===== config.mk =====
export PLATFORM = sky130hd
export DESIGN_NAME = opr2_unit
export DESIGN_NICKNAME = d
export VERILOG_FILES = /design/src/rtl/opr2_pkg.sv /design/src/rtl/opr2_skip_eval.sv /design/src/rtl/opr2_acc_path.sv /design/src/rtl/opr2_state.sv /design/src/rtl/opr2_unit.sv
export SDC_FILE = /design/constraint.sdc
export NUM_CORES = 1
export LEC_CHECK = 0
export ABC_AREA = 1
export CORE_MARGIN = 2
export CORE_UTILIZATION = 40
export DETAILED_ROUTE_END_ITERATION = 16
export DONT_BUFFER_PORTS = 1
export GPL_TIMING_DRIVEN = 0
export PLACE_DENSITY = 0.59
export SLEW_MARGIN = 15
export SYNTH_ARGS = -nofsm -noshare
export SYNTH_HDL_FRONTEND = slang
export SYNTH_HIERARCHICAL = 1
export SYNTH_SLANG_ARGS = --single-unit

===== constraint.sdc =====
create_clock -name clk -period 1.95 [get_ports clk]
set_input_delay 0.0975 -clock clk [delete_from_list [all_inputs] [get_ports clk]]
set_output_delay 0.0975 -clock clk [all_outputs]
set_load 0.02 [all_outputs]

===== src/rtl/opr2_pkg.sv =====
package opr2_pkg;

    localparam int INSTR_W = 12;

    // Decoded control for one operate word
    typedef struct packed {
        logic ours;     // opcode 7 with bit 8 set and valid
        logic mq_grp;   // MQ group when set, skip group otherwise
        logic cla;
        logic t_sign;
        logic t_zero;
        logic t_link;
        logic all_sense;
        logic osr;
        logic hlt;
        logic mqa;
        logic mql;
    } opr_ctl_t;

    function automatic opr_ctl_t decode_opr(input logic valid,
                                            input logic [INSTR_W-1:0] ir);
        opr_ctl_t c;
        c.ours      = valid && (ir[11:9] == 3'b111) && ir[8];
        c.mq_grp    = ir[0];
        c.cla       = ir[7];
        c.t_sign    = ir[6];
        c.t_zero    = ir[5];
        c.t_link    = ir[4];
        c.all_sense = ir[3];
        c.osr       = ir[2];
        c.hlt       = ir[1];
        c.mqa       = ir[6];
        c.mql       = ir[4];
        return c;
    endfunction

endpackage


===== src/rtl/opr2_skip_eval.sv =====
module opr2_skip_eval
    import opr2_pkg::*;
#(
    parameter int DATA_W = 12
) (
    input  opr_ctl_t          ctl,
    input  logic [DATA_W-1:0] acc,
    input  logic              link,
    output logic              skip
);
    logic sign_neg;
    logic acc_zero;
    logic any_hit;
    logic all_hit;

    always_comb begin
        sign_neg = acc[DATA_W-1];
        acc_zero = (acc == '0);
        any_hit  = (ctl.t_sign & sign_neg) | (ctl.t_zero & acc_zero) |
                   (ctl.t_link & link);
        all_hit  = (~ctl.t_sign | ~sign_neg) & (~ctl.t_zero | ~acc_zero) &
                   (~ctl.t_link | ~link);
        skip     = ctl.ours & ~ctl.mq_grp & (ctl.all_sense ? all_hit : any_hit);
    end
endmodule


===== src/rtl/opr2_acc_path.sv =====
module opr2_acc_path
    import opr2_pkg::*;
#(
    parameter int DATA_W = 12
) (
    input  opr_ctl_t          ctl,
    input  logic [DATA_W-1:0] acc,
    input  logic [DATA_W-1:0] sw,
    input  logic [DATA_W-1:0] mq,
    output logic [DATA_W-1:0] acc_new,
    output logic [DATA_W-1:0] mq_new,
    output logic              mq_we
);
    logic [DATA_W-1:0] cleared;

    always_comb begin
        cleared = ctl.cla ? '0 : acc;
        acc_new = acc;
        mq_new  = mq;
        mq_we   = 1'b0;
        if (ctl.ours) begin
            if (ctl.mq_grp) begin
                acc_new = (ctl.mqa ? mq : '0) | (ctl.mql ? '0 : cleared);
                mq_new  = cleared;
                mq_we   = ctl.mql;
            end else begin
                acc_new = cleared | (ctl.osr ? sw : '0);
            end
        end
    end
endmodule


===== src/rtl/opr2_state.sv =====
module opr2_state
    import opr2_pkg::*;
#(
    parameter int DATA_W = 12
) (
    input  logic              clk,
    input  logic              rst,
    input  opr_ctl_t          ctl,
    input  logic [DATA_W-1:0] mq_new,
    input  logic              mq_we,
    output logic [DATA_W-1:0] mq,
    output logic              halt
);
    always_ff @(posedge clk) begin
        if (rst) begin
            mq   <= '0;
            halt <= 1'b0;
        end else begin
            if (mq_we) mq <= mq_new;
            if (ctl.ours && !ctl.mq_grp && ctl.hlt) halt <= 1'b1;
        end
    end
endmodule


===== src/rtl/opr2_unit.sv =====
module opr2_unit
    import opr2_pkg::*;
#(
    parameter int DATA_W = 12,
    parameter int PC_W   = 12
) (
    input  logic              clk,
    input  logic              rst,
    input  logic              op_valid,
    input  logic [11:0]       instr,
    input  logic [DATA_W-1:0] acc_in,
    input  logic              link_in,
    input  logic [DATA_W-1:0] switch_in,
    input  logic [PC_W-1:0]   pc_in,
    output logic [DATA_W-1:0] acc_out,
    output logic              skip_o,
    output logic [PC_W-1:0]   pc_out,
    output logic              halt_o,
    output logic [DATA_W-1:0] mq_o
);
    opr_ctl_t          ctl;
    logic [DATA_W-1:0] mq_new;
    logic              mq_we;

    assign ctl = decode_opr(op_valid, instr);

    opr2_skip_eval #(.DATA_W(DATA_W)) u_skip (
        .ctl(ctl), .acc(acc_in), .link(link_in), .skip(skip_o)
    );

    opr2_acc_path #(.DATA_W(DATA_W)) u_acc (
        .ctl(ctl), .acc(acc_in), .sw(switch_in), .mq(mq_o),
        .acc_new(acc_out), .mq_new(mq_new), .mq_we(mq_we)
    );

    opr2_state #(.DATA_W(DATA_W)) u_state (
        .clk(clk), .rst(rst), .ctl(ctl), .mq_new(mq_new), .mq_we(mq_we),
        .mq(mq_o), .halt(halt_o)
    );

    assign pc_out = skip_o ? pc_in + PC_W'(1) : pc_in;
endmodule


==> impl_metrics.json <==
{
  "holdCritPathClass": "primary input to register",
  "maxSlewHeadroom": 0.674,
  "cts_setup_buffers": 0,
  "clk_path_buf_depth": 2,
  "fin_nets": 343,
  "status": "finished, final reports clean",
  "ys_seq_elements": 13,
  "drive_gt1_frac": 0.152,
  "drv_cap": 0,
  "coreArea_mm2": 0.00372,
  "synthesis.instances": 284,
  "synth_sequential_area_ratio": 0.166,
  "final_cell_mix": "nand2_1 (123), nand3_1 (42), a21oi_1 (16)",
  "fillCellCount": 440,
  "combPwrFrac": 0.279,
  "antenna_left": 0,
  "synth_simple_gate_area_frac": 0.525,
  "multi_input_area_mm2": 0.00116,
  "power_frac_seq": 0.389,
  "syn_nets": 337,
  "report.final.slew_viol_count": 0,
  "crit_fanout": 7,
  "die_area_mm2": 0.00445,
  "synth-compound-area-share": 0.151,
  "dp_hpwl_um": 3570,
  "hold_viol": 0,
  "io_pins": 90,
  "sw_frac_of_total": 0.314,
  "cts_buffers": 3,
  "p_leak_nw": 0.743,
  "synthMuxAreaShare": 0.00717,
  "initial_core_util": 0.423,
  "rows": 22,
  "overflow": 0,
  "grt_pass1_wl_um": 6590,
  "yosysWarnings": 6,
  "worstSetupPathType": "primary input to output pin",
  "cts_sinks": 13,
  "yosysTopAreaCellShare": 0.294,
  "synth_xor_area_frac": 0.0334,
  "die_x_um": 66.7,
  "tightest_slew_ps": 486,
  "crit_path_end_kind": "output pin",
  "clock_skew_ps": 0,
  "fmax_ghz": 0.550,
  "p_sw_w": 0.000215,
  "regArea_um2": 260,
  "clock_power_share": 0.332,
  "syn2layout_area_growth_pct": 8.92,
  "netlist_area_mm2": 0.00157,
  "gp_congestion": 0.860,
  "vias": 1671,
  "grt_pass1_vias": 1407,
  "worst_hold_slack_ps": 27.0,
  "grt_max_degree": 11,
  "holdPathStages": 2,
  "fp.dieH_um": 66.7,
  "layout_min_cycle_time_ps": 1820,
  "diodes": 0,
  "power_density_mw_per_mm2": 400,
  "cp-start-kind": "primary input",
  "power.internal_w": 0.000469,
  "drc": 0,
  "h-tree-depth": 1,
  "antenna_found_initial": 0,
  "fin_crit_sh": 0.933,
  "tns_ps": 0,
  "synthTopCellsByArea": "nand2_1 (29%), dfxtp_1 (17%), nand3_1 (13%)",
  "syn-mean-instance-area_um2": 5.53,
  "mostFrequentLayoutCell": "nand2_1",
  "critPathRequiredTime_ps": 1850,
  "cp.arrival_ps": 1720,
  "ys_types": 24,
  "routed_wl_um": 4340,
  "ir_drop_mv": 0.172,
  "drt-pass1-iter-count": 4,
  "rsz0062_at_grt": "no",
  "viasPerCell": 4.96,
  "power.total_w": 0.000684,
  "synth-adder-area-share": 0.00796,
  "grt.total_usage": 0.189,
  "ff2ff_path_depth": 4,
  "clk_latency_ps": 230,
  "cts_root_buf": "clkbuf_8",
  "yosys.area.top_type": "nand2_1",
  "wire_per_inst_um": 12.9,
  "path_clk_slew_ps": 50,
  "io_buffer_count": 0,
  "synth_top_family_by_area": "simple AND/OR/NAND/NOR gates",
  "tritoncts": "done",
  "setup_viol": 0,
  "drt_iter0_drc": 55
}
==> power by group through the flow <==
| stage | registers [W] | logic, W | clock network, W |
|---|---|---|---|
| final | 0.000267 | 0.000191 | 0.000227 |
| after global routing | 0.000266 | 0.000212 | 0.000247 |
| after CTS | 0.000266 | 0.000190 | 0.000235 |
| after detailed placement | 0.000272 | 0.000186 | 0 |
| after global placement | 0.000272 | 0.000185 | 0 |
| after floorplan | 0.000272 | 0.000161 | 0 |
==> stage by stage <==
stage	instance area [um2]	setup WS, ps	cells	utilization
after floorplan	1570	104	284	-
after global placement	1630	-137	332	0.440
after detailed placement	1630	-142	332	0.440
after CTS	1700	117	337	0.457
after global routing	1710	21.0	337	0.461
final	1710	131	337	0.461
==> final timing paths <==
path | startpoint | end | slack (ps)
setup / recovery | acc_in[1] | pc_out[6] | 130
hold / removal | instr[1] | u_state/halt$_SDFFE_PP0P_ | 30
setup reg to reg | u_state/mq[11]$_SDFFE_PP0P_ | u_state/mq[11]$_SDFFE_PP0P_ | 990
hold reg to reg | u_state/halt$_SDFFE_PP0P_ | u_state/halt$_SDFFE_PP0P_ | 560
==> synthesized netlist by cell type <==
| cell | instances |
|---|---|
| a21oi_2 | 10 |
| nor2_2 | 2 |
| xor2_1 | 3 |
| nor2_4 | 2 |
| nand2_2 | 2 |
| nand3_2 | 2 |
| o21ai_0 | 6 |
| inv_1 | 15 |
| mux2_2 | 1 |
| buf_6 | 4 |
| nor2_1 | 13 |
| o21ai_1 | 8 |
| or2_0 | 1 |
| xnor2_1 | 3 |
| buf_2 | 6 |
| ha_1 | 1 |
| nand4_1 | 3 |
| buf_4 | 4 |
| nand2_1 | 123 |
| a21oi_1 | 16 |
| dfxtp_1 | 13 |
| nand3_1 | 42 |
| nand2_4 | 1 |
| inv_2 | 3 |
==> state kept, by name (all words and copies together), names as in the netlist <==
signal / count
u_state/halt: 1
u_state/mq: 12
==> cell families (layout without fill, tap and decap cells) <==
logic type / count (synthesis) / in the layout
compound gates: 40 / 40
xor+xnor: 6 / 6
buf+inv: 32 / 37
flops: 13 / 13
fa+ha+maj: 1 / 1
mux: 1 / 1
simple gates: 191 / 191
==> layer usage <==
metal / vias up / track usage / wire (um) / share of wire
li1: 928 / - / - / -
met1: 679 / 0.279 / 2070 / 0.48
met2: 62 / 0.273 / 1890 / 0.43
met3: 2 / 0.0422 / 363 / 0.084
met4: 0 / 0.0459 / 21 / 0.0048
met5: - / 0 / 0 / 0
==> area by class of cell <==
class / instances / area share
buffer: 14 / 0.0614
sequential: 13 / 0.152
inverter: 18 / 0.0395
clock buffer: 4 / 0.0263
multi-input combinational: 239 / 0.680
tap: 48 / 0.0351
timing repair buffer: 1 / 0.00585
==> critical path, stage by stage <==
cell and delay, ps:
or2_0 230, nor2_1 120, nand2_1 120, nand3_2 80, nand2_1 70, nor2_4 260, nand3_2 150, nor2_4 180
xor2_1 410
==> what timing repair did <==
action / CTS / global route
endpoints found under the setup margin: 6 / 2
hold buffers: 1 / 0
endpoints found under the hold margin: 3 / 0
gates resized for setup: 2 / 2
Power figures use the tool's default switching activity.
